`config.mk`:
```
export PLATFORM = sky130hd
export DESIGN_NAME = mwd_top
export DESIGN_NICKNAME = d
export VERILOG_FILES = /design/src/rtl/mwd_pkg.sv /design/src/rtl/mwd_count.sv /design/src/rtl/mwd_match.sv /design/src/rtl/mwd_ctrl.sv /design/src/rtl/mwd_top.sv
export SDC_FILE = /design/constraint.sdc
export NUM_CORES = 1
export LEC_CHECK = 0
export BUFFER_PORTS_ARGS = -buffer_cell sky130_fd_sc_hd__buf_2
export CORE_MARGIN = 2
export CORE_UTILIZATION = 45
export DETAILED_ROUTE_END_ITERATION = 6
export HOLD_SLACK_MARGIN = 0.03
export MAX_ROUTING_LAYER = met4
export PLACE_DENSITY = 0.68
export SLEW_MARGIN = 20
export SYNTH_ARGS = -nofsm -noshare
export SYNTH_HDL_FRONTEND = slang
export SYNTH_SLANG_ARGS = --single-unit
```
`constraint.sdc`:
```
create_clock -name clk -period 5.4 [get_ports clk]
set_input_delay 0.54 -clock clk [delete_from_list [all_inputs] [get_ports clk]]
set_output_delay 0.54 -clock clk [all_outputs]
set_load 0.01 [all_outputs]
```
`src/rtl/mwd_pkg.sv`:
```
// Shared constants for the match-compare watchdog: register offsets and widths.
// Assumes byte addressing with word-aligned registers.
package mwd_pkg;
    parameter int unsigned DATA_W   = 32;
    parameter int unsigned ADDR_W   = 5;
    parameter int unsigned OFS_CNT  = 'h00;
    parameter int unsigned OFS_TGT  = 'h04;
    parameter int unsigned OFS_STS  = 'h08;
    parameter int unsigned OFS_ARM  = 'h0C;
    parameter int unsigned OFS_IEN  = 'h10;
    parameter int unsigned OFS_CAUSE = 'h14;
endpackage

```
`src/rtl/mwd_count.sv`:
```
// Free-running up-counter with a synchronous load.
// Assumes the load value is taken in the cycle the load strobe is high.
module mwd_count #(
    parameter int unsigned W = 32
) (
    input  logic         clk,
    input  logic         rst_n,
    input  logic         ld,
    input  logic [W-1:0] ld_val,
    output logic [W-1:0] cnt
);
    // Count up by one each clock, or take the loaded value.
    always_ff @(posedge clk) begin
        if (!rst_n)  cnt <= '0;
        else if (ld) cnt <= ld_val;
        else         cnt <= cnt + W'(1);
    end

    // without a load the count steps by exactly one
    a_r1_step: assert property (@(posedge clk) disable iff (!rst_n)
        ($past(rst_n) && !$past(ld)) |-> (cnt == $past(cnt) + W'(1)));
endmodule

```
`src/rtl/mwd_match.sv`:
```
// Target register and equality comparator.
// Assumes the compare in any cycle sees the registered (old) target.
module mwd_match #(
    parameter int unsigned    W       = 32,
    parameter logic [W-1:0]   RST_VAL = '1
) (
    input  logic         clk,
    input  logic         rst_n,
    input  logic         wr,
    input  logic [W-1:0] wval,
    input  logic [W-1:0] cnt,
    output logic [W-1:0] tgt,
    output logic         hit
);
    // Hold the target; load it on a bus write.
    always_ff @(posedge clk) begin
        if (!rst_n)  tgt <= RST_VAL;
        else if (wr) tgt <= wval;
    end

    // Exact compare; wraparound needs no special handling.
    assign hit = rst_n && (cnt == tgt);

    // the target only changes through a write
    a_r2_hold: assert property (@(posedge clk) disable iff (!rst_n)
        ($past(rst_n) && !$past(wr)) |-> $stable(tgt));
endmodule

```
`src/rtl/mwd_ctrl.sv`:
```
// Flags and outputs of the watchdog: status, arm, interrupt enable, cause,
// and the single reset pulse. Assumes hit is already qualified by rst_n.
module mwd_ctrl (
    input  logic clk,
    input  logic rst_n,
    input  logic por_n,
    input  logic hit,
    input  logic sts_clr,
    input  logic arm_set,
    input  logic ien_wr,
    input  logic ien_val,
    input  logic cause_clr,
    output logic sts,
    output logic arm,
    output logic ien,
    output logic cause,
    output logic irq,
    output logic rst_req
);
    logic fired;
    logic fire;

    assign fire = hit && arm;

    // Status flag: a new equality takes priority over a write-1 clear.
    always_ff @(posedge clk) begin
        if (!rst_n)       sts <= 1'b0;
        else if (hit)     sts <= 1'b1;
        else if (sts_clr) sts <= 1'b0;
    end

    // Arm bit: set-only from the bus.
    always_ff @(posedge clk) begin
        if (!rst_n)       arm <= 1'b0;
        else if (arm_set) arm <= 1'b1;
    end

    // Interrupt enable: plain read/write bit.
    always_ff @(posedge clk) begin
        if (!rst_n)      ien <= 1'b0;
        else if (ien_wr) ien <= ien_val;
    end

    // Reset pulse, issued once until the next system reset.
    always_ff @(posedge clk) begin
        if (!rst_n) begin
            rst_req <= 1'b0;
            fired   <= 1'b0;
        end else begin
            rst_req <= fire && !fired;
            fired   <= fired || fire;
        end
    end

    // Cause flag: only power-on clears it by reset, so it outlives rst_n.
    always_ff @(posedge clk) begin
        if (!por_n)         cause <= 1'b0;
        else if (!rst_n)    cause <= cause;
        else if (fire)      cause <= 1'b1;
        else if (cause_clr) cause <= 1'b0;
    end

    assign irq = sts && ien;

    // the request is never longer than one cycle
    a_r5_one_cycle: assert property (@(posedge clk) disable iff (!rst_n)
        rst_req |=> !rst_req);
    // a request only comes out of an armed block
    a_r5_needs_arm: assert property (@(posedge clk) disable iff (!rst_n)
        rst_req |-> arm);
    // once armed, stays armed until reset
    a_r4_sticky: assert property (@(posedge clk) disable iff (!rst_n)
        arm |=> arm);
    // the cause flag is set alongside the request
    a_r7_cause_with_req: assert property (@(posedge clk) disable iff (!rst_n || !por_n)
        rst_req |-> cause);
    // a request always has the status flag beside it
    a_r3_sts_with_req: assert property (@(posedge clk) disable iff (!rst_n)
        rst_req |-> sts);
endmodule

```
`src/rtl/mwd_top.sv`:
```
// Match-compare watchdog top: bus decode, read mux, and the three submodules.
// Assumes single-cycle accesses with full-word writes.
module mwd_top
    import mwd_pkg::*;
#(
    parameter int unsigned       DW      = DATA_W,
    parameter int unsigned       AW      = ADDR_W,
    parameter logic [DW-1:0]     TGT_RST = '1
) (
    input  logic          clk,
    input  logic          rst_n,
    input  logic          por_n,
    input  logic          bus_sel,
    input  logic          bus_wr,
    input  logic [AW-1:0] bus_addr,
    input  logic [DW-1:0] bus_wdata,
    output logic [DW-1:0] bus_rdata,
    output logic          irq,
    output logic          wdog_rst_req
);
    logic          wen;
    logic [DW-1:0] cnt;
    logic [DW-1:0] tgt;
    logic          hit;
    logic          sts;
    logic          arm;
    logic          ien;
    logic          cause;

    assign wen = bus_sel && bus_wr;

    mwd_count #(.W(DW)) u_count (
        .clk    (clk),
        .rst_n  (rst_n),
        .ld     (wen && bus_addr == AW'(OFS_CNT)),
        .ld_val (bus_wdata),
        .cnt    (cnt)
    );

    mwd_match #(.W(DW), .RST_VAL(TGT_RST)) u_match (
        .clk  (clk),
        .rst_n(rst_n),
        .wr   (wen && bus_addr == AW'(OFS_TGT)),
        .wval (bus_wdata),
        .cnt  (cnt),
        .tgt  (tgt),
        .hit  (hit)
    );

    mwd_ctrl u_ctrl (
        .clk      (clk),
        .rst_n    (rst_n),
        .por_n    (por_n),
        .hit      (hit),
        .sts_clr  (wen && bus_addr == AW'(OFS_STS) && bus_wdata[0]),
        .arm_set  (wen && bus_addr == AW'(OFS_ARM) && bus_wdata[0]),
        .ien_wr   (wen && bus_addr == AW'(OFS_IEN)),
        .ien_val  (bus_wdata[0]),
        .cause_clr(wen && bus_addr == AW'(OFS_CAUSE) && bus_wdata[0]),
        .sts      (sts),
        .arm      (arm),
        .ien      (ien),
        .cause    (cause),
        .irq      (irq),
        .rst_req  (wdog_rst_req)
    );

    // Read mux: select the addressed register, zero for unmapped offsets.
    always_comb begin
        bus_rdata = '0;
        if (bus_addr == AW'(OFS_CNT))        bus_rdata = cnt;
        else if (bus_addr == AW'(OFS_TGT))   bus_rdata = tgt;
        else if (bus_addr == AW'(OFS_STS))   bus_rdata = DW'(sts);
        else if (bus_addr == AW'(OFS_ARM))   bus_rdata = DW'(arm);
        else if (bus_addr == AW'(OFS_IEN))   bus_rdata = DW'(ien);
        else if (bus_addr == AW'(OFS_CAUSE)) bus_rdata = DW'(cause);
    end

    // the interrupt never rises without its enable
    a_r6_irq_gated: assert property (@(posedge clk) disable iff (!rst_n)
        irq |-> ien);
endmodule

```
==> metrics.md, run 1 <==
| Metric | Value |
|---|---|
| Top FF cell, synth | `dfxtp_1` |
| Pins over their slew limit | `0` |
| Die area | `9490 um^2` |
| Distinct cells, synth | `41` |
| Initial Util | `45.7%` |
| Worst stage delay on the critical path | `610 ps` |
| Clk_lat worst skew | `350 ps` |
| CTS tree | `built` |
| Routed WL | `9990 um` |
| Antenna cell count | `0` |
| Clock tree buffer depth | `2` |
| Critical Path Slowest Stage Cell | `nand2_2` |
| Unrepaired setup endpoints after global routing | `no` |
| Setup violators final | `0` |
| Buffers on Ports | `75` |
| Yosys warning count | `0` |
| Synth area leaders | `dfxtp_1, mux2i_1, xnor2_1` |
| Syn Nets | `539` |
| Cell taking the most area after synthesis | `dfxtp_1` |
| Hold Path Cell Cnt | `3` |
| Final hold vios | `0` |
| Vias | `3585` |
| R2R Path End | `u_count.cnt[27]` |
| Initial antenna violation count | `0` |
| Total track usage | `22.2%` |
| Switching Share | `24.2%` |
| I/O pin count | `76` |
| Setup slack, reg-to-reg | `3200 ps` |
| FP Rows | `34` |
| Critical Path End Type | `flop` |
| Relative slew slack | `29.3%` |
| Register area | `1400 um^2` |
| Post-synth top cells | `nand2_1, dfxtp_1, nand3_1, nor2_1, xnor2_1` |
| Setup Crit Path Kind | `input port to flop` |
| Share of cells above drive strength 1 | `19.0%` |
| Cells after DPL | `646` |
| Comb pwr share | `8.4%` |
| HP Class | `input port to flop` |
| Die height | `97.4 um` |
| Vias in the first global route | `3395` |
| Multi-input gate area in the final layout | `2350 um^2` |
| Fin Setup TNS | `0 ps` |
| Largest net degree at the start of global routing | `71` |
| Seq/Total Area, Yosys | `35.7%` |
| Hold slack | `416 ps` |
| Syn Std Cell Area | `3930 um^2` |
| CP max FO | `63` |
| CTS HTree Levels | `3` |
| Clock share of power | `40.1%` |
| Post-CTS Setup Repair Bufs | `0` |
| Peak supply drop | `0.110 mV` |
| Root buffer cell | `clkbuf_8` |
| Core ar. | `8590 um^2` |
| Status | `complete, no violations` |
| Placer Congestion | `0.853` |
| DP HPWL | `6850 um` |
| CTS Buf Count | `9` |
| Grt total ovfl | `0` |
| Sink Count | `70` |
| P_int | `0.000779 W` |
| Drt drc | `0` |
| FMAX | `380 MHz` |
| CP Cell Sequence | `buf_2, or4_1, buf_4, nor2_1, nand2_2, o21ai_0, a21oi_1` |
| Worst-margin pin slew | `1060 ps` |
| Skew final | `9.80 ps` |
| Area grow syn2layout | `15.0%` |
| EDFF count, synth | `0` |
| CTS Hold Bufs | `0` |
| Worst-case reg-to-reg path depth | `5` |
| Reg-to-reg startpoint | `u_count.cnt[9]` |
| Final net count | `592` |
| Die width | `97.4 um` |
| Min-delay src | `bus_wdata[25]` |
| Avg Inst Size Synth | `7.92 um^2` |
| Number of max-cap violations | `0` |
| Flop pwr share | `51.5%` |
| FFs w/ async S/R, synth | `0%` |
| Finished Layout Cells | `661` |
| Synth Register Bits | `70` |
| Top-area cell type share of the netlist area | `35.7%` |
| WL per Instance | `15.1 um` |
| Post-Synthesis Cells | `496` |
| Final worst path period share | `48.8%` |
| CP Data Required Time | `5590 ps` |
| Initial DRC count | `167` |
| PD cells | `227 nW/um^2` |
| DR vias/cell | `5.42` |
| Static Leak | `2.00 nW` |
| Sw Pwr | `0.000249 W` |
| Resized Gates After CTS | `0` |
| Antenna Nets Post-Route | `0` |
| Top-count cell post-synth | `nand2_1` |
| CP Launch Type | `input port` |
| Clock slew at reported path FFs | `80 ps` |
| CP Data Arrival Time | `2820 ps` |
| Tmin final | `2630 ps` |
| First-pass DRT Iterations | `5` |
| Global-route wire length before repair | `16700 um` |
| Fillers | `838` |
| Hold Path End | `u_match.tgt[25]` |
==> worst max-delay path by stage <==
stage                start              end  depth (start not counted)
2_1_floorplan  bus_addr[2]     bus_rdata[0]                          5
3_3_place_gp   bus_addr[2]   u_count.cnt[1]                          5
3_5_place_dp   bus_addr[2]  u_match.tgt[31]                          4
4_1_cts        bus_addr[2]     bus_rdata[0]                          6
5_1_grt        bus_addr[4]  u_count.cnt[22]                          7
6_report       bus_addr[4]  u_count.cnt[12]                          7
==> registers in the layout (all words and copies together), names as in the netlist <==
name,flops
u_ctrl.ien,1
u_match.tgt,32
u_count.cnt,32
u_ctrl.rst_req,1
u_ctrl.sts,1
u_ctrl.arm,1
u_ctrl.cause,1
u_ctrl.fired,1
==> layout make-up <==
type	count	share of cell area, %
Clock buffer	10	3.05
Clock inverter	5	1.11
Inverter	11	0.914
Multi-Input combinational cell	379	52.1
Sequential cell	70	31.0
Tap cell	108	2.99
Timing Repair Buffer	78	8.86
==> stage by stage <==
step           util (%)  total power, W  setup slack, ps  instance area (um^2)
2_1_floorplan         -        0.000591             3030                  3930
3_3_place_gp       50.3        0.000627             2420                  4330
3_5_place_dp       50.3        0.000628             2390                  4330
4_1_cts            52.5         0.00104             2440                  4510
5_1_grt            52.6         0.00107             2560                  4520
6_report           52.6         0.00103             2770                  4520
==> placed cells by master (no fill, tap or decap), types with 11 or more instances in the layout <==
| cell type | Yosys | final |
|---|---|---|
| mux2i_1 | 35 | 35 |
| inv_1 | 11 | 11 |
| a21oi_1 | 25 | 25 |
| xnor2_1 | 38 | 38 |
| nand3_1 | 46 | 46 |
| dfxtp_1 | 70 | 70 |
| nor2_1 | 43 | 43 |
| o21ai_0 | 31 | 31 |
| nand2_1 | 74 | 72 |
| xor2_1 | 15 | 15 |
| buf_2 | 8 | 74 |
==> worst max-delay path: cells and delay by family <==
| family | cells | cell delay [ps] |
|---|---|---|
| buf+inv | 2 | 390 |
| compound gates | 2 | 500 |
| simple gates | 3 | 1350 |
==> cell families after synthesis <==
logic type	after synthesis	share of synthesized area (%)
adder cells (fa/ha/maj)	1	0.318
buffers and inverters	47	4.75
AND/OR/NAND/NOR	214	26.7
flip-flops	70	35.7
XOR/XNOR	53	11.8
AO/OA/AOI/OAI	75	11.5
multiplexers	36	9.20
==> power by group through the flow <==
stage          registers, W   logic, W  clock network [W]
4_1_cts            0.000530  0.0000871           0.000420
5_1_grt            0.000530  0.0000958           0.000444
3_3_place_gp       0.000541  0.0000857                  0
2_1_floorplan      0.000538  0.0000536                  0
3_5_place_dp       0.000542  0.0000867                  0
6_report           0.000530  0.0000862           0.000412
==> per-layer routing <==
metal / up-vias / global-route usage (%) / wire [um]
met2: 106 / 34.7 / 4680
met5: - / - / 0
met1: 1658 / 29.1 / 4640
met3: 14 / 4.75 / 524
li1: 1807 / - / -
met4: 0 / 6.41 / 145
Note: power is estimated with default switching activity, not from simulation.
==> run 2, diff against run 1 <==
--- a/config.mk
+++ b/config.mk
@@ -5,13 +5,14 @@
 export SDC_FILE = /design/constraint.sdc
 export NUM_CORES = 1
 export LEC_CHECK = 0
+export ABC_AREA = 1
 export BUFFER_PORTS_ARGS = -buffer_cell sky130_fd_sc_hd__buf_2
 export CORE_MARGIN = 2
 export CORE_UTILIZATION = 45
 export DETAILED_ROUTE_END_ITERATION = 6
 export HOLD_SLACK_MARGIN = 0.03
 export MAX_ROUTING_LAYER = met4
-export PLACE_DENSITY = 0.68
+export PLACE_DENSITY = 0.7
 export SLEW_MARGIN = 20
 export SYNTH_ARGS = -nofsm -noshare
 export SYNTH_HDL_FRONTEND = slang
==> constraint.sdc (replaced) <==
create_clock -name clk -period 2.15 [get_ports clk]
set_input_delay 0.215 -clock clk [delete_from_list [all_inputs] [get_ports clk]]
set_output_delay 0.215 -clock clk [all_outputs]
set_load 0.01 [all_outputs]
==> metrics.md, run 2 <==
| Metric | Value |
|---|---|
| Status | `complete, no violations` |
| Critical path buffer and inverter count | `3 (+1)` |
| Top-area cell type share of the netlist area | `31.3% (-4.3 points)` |
| CP Data Required Time | `2460 ps (-3130 ps)` |
| WL per Instance | `16.7 um (+11%)` |
| CTS HTree Levels | `3 (unchanged)` |
| Static Leak | `2.48 nW (+24%)` |
| First-pass DRT Iterations | `5 (unchanged)` |
| Antenna Nets Post-Route | `0 (unchanged)` |
| PD cells | `520 nW/um^2 (+130%)` |
| Commonest non-fill, non-tap cell in the layout | `nand2_1` |
| Comb pwr share | `7.4% (-1.0 points)` |
| Grt total ovfl | `0 (unchanged)` |
| EDFF count, synth | `0 (unchanged)` |
| Top cell by count, worst path | `inv_1` |
| Drt drc | `0 (unchanged)` |
| CP Data Arrival Time | `2340 ps (-480 ps)` |
| P_int | `0.00204 W (+160%)` |
| Cells after DPL | `922 (+43%)` |
| Resized Gates After CTS | `0 (unchanged)` |
| Yosys warning count | `0 (unchanged)` |
| FMAX | `492 MHz` |
| Clk_lat worst skew | `360 ps (about the same)` |
| Worst stage delay on the critical path | `410 ps (-200 ps)` |
| Die height | `104 um (+6.4%)` |
| Antenna cell count | `0 (unchanged)` |
| Syn Std Cell Area | `4470 um^2 (+14%)` |
| CP max FO | `5 (-92%)` |
| Placer Congestion | `1.02 (+19%)` |
| Syn Nets | `763 (+42%)` |
| Relative slew slack | `71.9% (+43 points)` |
| Hold slack | `62.3 ps (-354 ps)` |
| Unrepaired setup endpoints after global routing | `no` |
| Share of cells above drive strength 1 | `15.5% (-3.5 points)` |
| CP Cell Sequence | `ha_1, nand3_1, inv_1, nand2_1, inv_1, nand4_1, nand3_1, o211ai_1, inv_1` |
| I/O pin count | `76 (unchanged)` |
| Skew final | `8.37 ps (-1.43 ps)` |
| Synth Register Bits | `70 (unchanged)` |
| Clock tree buffer depth | `2 (unchanged)` |
| Buffers on Ports | `75 (unchanged)` |
| Sink Count | `70 (unchanged)` |
| Pins over their slew limit | `0 (unchanged)` |
| Initial Util | `46.0% (+0.27 points)` |
| Final hold vios | `0 (unchanged)` |
| DP HPWL | `12100 um (+77%)` |
| FP Rows | `36 (+5.9%)` |
| Die area | `10800 um^2 (+13%)` |
| Setup Crit Path Kind | `flop to flop` |
| Critical Path Slowest Stage Cell | `dfxtp_1` |
| CTS Buf Count | `9 (unchanged)` |
| Post-Synthesis Cells | `720 (+45%)` |
| Global-route wire length before repair | `25100 um (+50%)` |
| Switching Share | `25.6% (+1.4 points)` |
| Total track usage | `30.4% (+8.2 points)` |
| Final net count | `843 (+42%)` |
| Initial antenna violation count | `0 (unchanged)` |
| Fin Setup TNS | `0 ps (unchanged)` |
| Largest registers | `u_count.cnt (32), u_match.tgt (32)` |
| Commonest cells after routing, fill and taps aside | `nand2_1, inv_1, buf_2` |
| HP Class | `input port to flop` |
| CP top delay family | `simple AND/OR/NAND/NOR gates` |
| Post-CTS Setup Repair Bufs | `0 (unchanged)` |
| Top-count cell post-synth | `nand2_1` |
| Vias in the first global route | `4804 (+42%)` |
| Number of max-cap violations | `0 (unchanged)` |
| CTS Hold Bufs | `0 (unchanged)` |
| Peak supply drop | `0.273 mV (+150%)` |
| Routed WL | `15700 um (+57%)` |
| Final worst path period share | `94.4%` |
| Distinct cells, synth | `34 (-17%)` |
| Die width | `104 um (+6.4%)` |
| Initial DRC count | `450 (+170%)` |
| CP Launch Type | `flop` |
| Placement Cell Area | `5050 um^2 (+17%)` |
| Finished Layout Cells | `938 (+42%)` |
| Seq/Total Area, Yosys | `31.3% (-4.3 points)` |
| Clock slew at reported path FFs | `80 ps (about the same)` |
| CTS tree | `built` |
| Flop pwr share | `48.3% (-3.2 points)` |
| FFs w/ async S/R, synth | `0% (unchanged)` |
| Tmin final | `2030 ps` |
| Critical Path End Type | `flop` |
| Worst-margin pin slew | `418 ps (-638 ps)` |
| DR vias/cell | `5.40 (-0.52%)` |
| Largest net degree at the start of global routing | `66 (-7.0%)` |
| Clock share of power | `44.3% (+4.2 points)` |
| Final Core Density | `54.1% (+1.5 points)` |
| Sw Pwr | `0.000702 W (+180%)` |
| Core ar. | `9730 um^2 (+13%)` |
| Avg Inst Size Synth | `6.21 um^2 (-22%)` |
| Synth area leaders | `dfxtp_1, nand2_1, inv_1` |
| Vias | `5061 (+41%)` |
| Cell taking the most area after synthesis | `dfxtp_1` |
| Area grow syn2layout | `17.6%` |
| Top FF cell, synth | `dfxtp_1` |
| Setup violators final | `0 (unchanged)` |
| Post-synth top cells | `nand2_1, inv_1, dfxtp_1, nand3_1, nor2_1` |
| Root buffer cell | `clkbuf_8` |
| Final instance area | `5260 um^2 (+17%)` |
[run 2: cells by family (layout without fill, tap and decap cells)]
group / after synthesis / after routing / share of synthesized area (%)
fa+ha+maj: 1 / 1 / 0.280
compound gates: 115 / 115 / 15.7
xor+xnor: 22 / 22 / 4.31
simple gates: 376 / 376 / 36.3
flops: 70 / 70 / 31.3
buf+inv: 136 / 221 / 12.1
[run 2: final timing paths]
check,startpoint,endpoint,slack [ps],depth (start not counted)
worst min register to register,u_ctrl.fired,u_ctrl.rst_req,410,1
worst max register to register,u_count.cnt[0],u_count.cnt[16],120,9
worst min-delay path,por_n,u_ctrl.cause,60,3
worst max-delay path,u_count.cnt[0],u_count.cnt[16],120,9
[run 2: layer usage]
layer  vias to the layer above  part of all wire (%)  GRT usage, %
met5                         -                     0             -
met4                         0                   2.1          8.98
met3                        27                   7.3          5.92
met2                       211                    47          49.0
met1                      2334                    44          38.9
li1                       2489                     -             -
[run 2: tightest hold or removal path, stage by stage]
cell and delay, ps:
buf_2 100, inv_1 40, a21oi_1 30
[run 2: area by class of cell]
class	count	area [um^2]
fillers	1045	4470
well taps	133	166
repair buffers	95	538
clock buffers	10	128
clock inverters	6	86.3
flip-flops and latches	70	1400
multi-input cells	514	2530
inverters	110	413
[run 2: power groups by stage]
| stage | sequential [W] | clock, W | combinational, W |
|---|---|---|---|
| final | 0.00132 | 0.00121 | 0.000203 |
| after global routing | 0.00132 | 0.00128 | 0.000224 |
| after CTS | 0.00132 | 0.00122 | 0.000201 |
| after detailed placement | 0.00135 | 0 | 0.000199 |
| after global placement | 0.00135 | 0 | 0.000197 |
| after floorplan | 0.00135 | 0 | 0.000103 |
[run 2: stage by stage]
stage / worst slack [ps] / total power (W)
after floorplan: 550 / 0.00145
after global placement: 271 / 0.00155
after detailed placement: 239 / 0.00155
after CTS: 221 / 0.00274
after global routing: 86.0 / 0.00283
final: 119 / 0.00274
==> run 3, diff against run 2 <==
--- a/config.mk
+++ b/config.mk
@@ -7,7 +7,7 @@
 export LEC_CHECK = 0
 export ABC_AREA = 1
 export BUFFER_PORTS_ARGS = -buffer_cell sky130_fd_sc_hd__buf_2
-export CORE_MARGIN = 2
+export CORE_MARGIN = 3
 export CORE_UTILIZATION = 45
 export DETAILED_ROUTE_END_ITERATION = 6
 export HOLD_SLACK_MARGIN = 0.03
==> metrics.md, run 3 (synthesized netlist as in run 2, its figures left out) <==
| Metric | Value |
|---|---|
| Largest net degree at the start of global routing | `42 (-36%)` |
| Clock slew at reported path FFs | `80 ps (about the same)` |
| Placement Cell Area | `5000 um^2 (-0.94%)` |
| Commonest non-fill, non-tap cell in the layout | `nand2_1` |
| DR vias/cell | `5.37 (-0.48%)` |
| Final net count | `839 (-0.47%)` |
| Worst-case reg-to-reg path depth | `9 (unchanged)` |
| Sink Count | `70 (unchanged)` |
| Fillers | `1024 (-2.0%)` |
| Multi-input gate area in the final layout | `2530 um^2 (about the same)` |
| Core ar. | `9460 um^2 (-2.8%)` |
| Initial Util | `47.3% (+1.3 points)` |
| Vias in the first global route | `4836 (+0.67%)` |
| Tmin final | `1940 ps (-93.9 ps)` |
| CTS HTree Levels | `3 (unchanged)` |
| Grt total ovfl | `0 (unchanged)` |
| Initial DRC count | `383 (-15%)` |
| Antenna cell count | `0 (unchanged)` |
| Vias | `4994 (-1.3%)` |
| Setup violators final | `0 (unchanged)` |
| Area grow syn2layout | `16.8%` |
| Buffers on Ports | `75 (unchanged)` |
| Routed WL | `15800 um (+0.91%)` |
| Static Leak | `2.46 nW (-0.99%)` |
| Register area | `1400 um^2 (unchanged)` |
| Die height | `106 um (+1.9%)` |
| Critical Path Sink | `u_count.cnt[16]` |
| Hold Path Cell Cnt | `3 (unchanged)` |
| Clock tree buffer depth | `2 (unchanged)` |
| Setup slack, reg-to-reg | `210 ps (+90 ps)` |
| Fin Setup TNS | `0 ps (unchanged)` |
| CP startpoint | `u_count.cnt[0]` |
| Top cell by count, worst path | `inv_1` |
| Peak supply drop | `0.350 mV (+28%)` |
| HP Class | `input port to flop` |
| Die width | `106 um (+1.9%)` |
| I/O pin count | `76 (unchanged)` |
| CP max FO | `5 (unchanged)` |
| Post-CTS Setup Repair Bufs | `0 (unchanged)` |
| Final instance area | `5230 um^2 (-0.69%)` |
| Status | `complete, no violations` |
| Worst stage delay on the critical path | `420 ps (about the same)` |
| WL per Instance | `17.0 um (+1.8%)` |
| Clk_lat worst skew | `360 ps (about the same)` |
| Critical Path End Type | `flop` |
| CTS Buf Count | `9 (unchanged)` |
| Drt drc | `0 (unchanged)` |
| Final worst path period share | `90.1% (-4.4 points)` |
| Placer Congestion | `1.00 (-1.1%)` |
| Critical Path Slowest Stage Cell | `dfxtp_1` |
| Pins over their slew limit | `0 (unchanged)` |
| Reg-to-reg startpoint | `u_count.cnt[0]` |
| FMAX | `516 MHz (+4.8%)` |
| FP Rows | `35 (-2.8%)` |
| Antenna Nets Post-Route | `0 (unchanged)` |
| Commonest cells after routing, fill and taps aside | `nand2_1, inv_1, buf_2` |
| Power Total | `0.00276 W (+0.71%)` |
| Final Core Density | `55.3% (+1.2 points)` |
| CP Data Required Time | `2460 ps (about the same)` |
| CTS tree | `built` |
| Worst-margin pin slew | `443 ps (+25.2 ps)` |
| Total track usage | `29.6% (-0.77 points)` |
| R2R Path End | `u_count.cnt[16]` |
| Unrepaired setup endpoints after global routing | `no` |
| PD cells | `527 nW/um^2 (+1.4%)` |
| Critical path buffer and inverter count | `3 (unchanged)` |
| Number of max-cap violations | `0 (unchanged)` |
| Root buffer cell | `clkbuf_8` |
| Largest registers | `u_count.cnt (32), u_match.tgt (32)` |
| First-pass DRT Iterations | `5 (unchanged)` |
| CP top delay family | `simple AND/OR/NAND/NOR gates` |
| CP Data Arrival Time | `2250 ps (-90 ps)` |
| Initial antenna violation count | `0 (unchanged)` |
| Die area | `11200 um^2 (+3.9%)` |
| Relative slew slack | `70.5% (-1.5 points)` |
| Final hold vios | `0 (unchanged)` |
| Setup Crit Path Kind | `flop to flop` |
| Share of cells above drive strength 1 | `15.2% (-0.30 points)` |
| Global-route wire length before repair | `25400 um (+1.2%)` |
| Skew final | `11.3 ps (+2.97 ps)` |
| CP Cell Sequence | `ha_1, nand3_1, inv_1, nand2_1, inv_1, nand4_1, nand3_1, o211ai_1, inv_1` |
| DP HPWL | `12700 um (+4.6%)` |
| WP depth | `9 (unchanged)` |
| CP Launch Type | `flop` |
-- run 3: cell types whose count changed in the layout (fill, tap and decap cells not counted), sizes merged --
cell    before  now
clkbuf      10   11
inv        110  111
buf         95   91
clkinv       3    1
-- run 3: worst register-to-register path, stage by stage (launching register included) --
cell      delay, ps
dfxtp_1         420
ha_1            310
nand3_1         240
inv_1           170
nand2_1         180
inv_1           150
nand4_1         140
nand3_1         130
o211ai_1         90
inv_1            60
-- run 3: power breakdown --
| part | switching [W] | internal [W] | leakage (nW) |
|---|---|---|---|
| registers | 0.0000168 | 0.00131 | 0.566 |
| clock network | 0.000548 | 0.000688 | 0.110 |
| logic | 0.000125 | 0.0000710 | 1.78 |
-- run 3: layout make-up --
cell class / count / share of cell area, %
multi-input cells: 514 / 48.5
flip-flops and latches: 70 / 26.8
repair buffers: 91 / 9.48
inverters: 110 / 7.90
well taps: 129 / 3.09
clock buffers: 11 / 2.70
clock inverters: 5 / 1.56
-- run 3: how the worst min path moves through the flow --
| stage | end | start | slack, ps |
|---|---|---|---|
| floorplan | u_ctrl.arm | bus_addr[4] | 320 |
| global placement | u_ctrl.rst_req | u_ctrl.fired | 400 |
| detailed placement | u_ctrl.rst_req | u_ctrl.fired | 420 |
| CTS | u_ctrl.cause | por_n | 60 |
| global route | u_ctrl.cause | por_n | 70 |
| finish | u_ctrl.cause | por_n | 70 |
-- run 3: metrics by stage --
step	setup slack (ps)	cells	hold slack [ps]
final	213	930	66.5
after global routing	42.9	930	69.3
after CTS	176	930	57.9
after detailed placement	195	914	419
after global placement	212	914	403
after floorplan	550	720	317
-- run 3: routing by layer --
metal  part of all wire [%]  wire (um)  vias up  GRT usage [%]
met2                     48       7670      175           49.6
met3                    5.5        872       20           4.10
li1                       -          -     2481              -
met1                     44       7020     2318           37.9
met5                      0          0        -              -
met4                    1.7        272        0           7.40
-- run 3: repair_timing --
item / CTS / global route
hold endpoints to repair: 0 / 0
gates resized for setup: 0 / 1
endpoints found under the setup margin: 0 / 1
hold buffers: 0 / 0
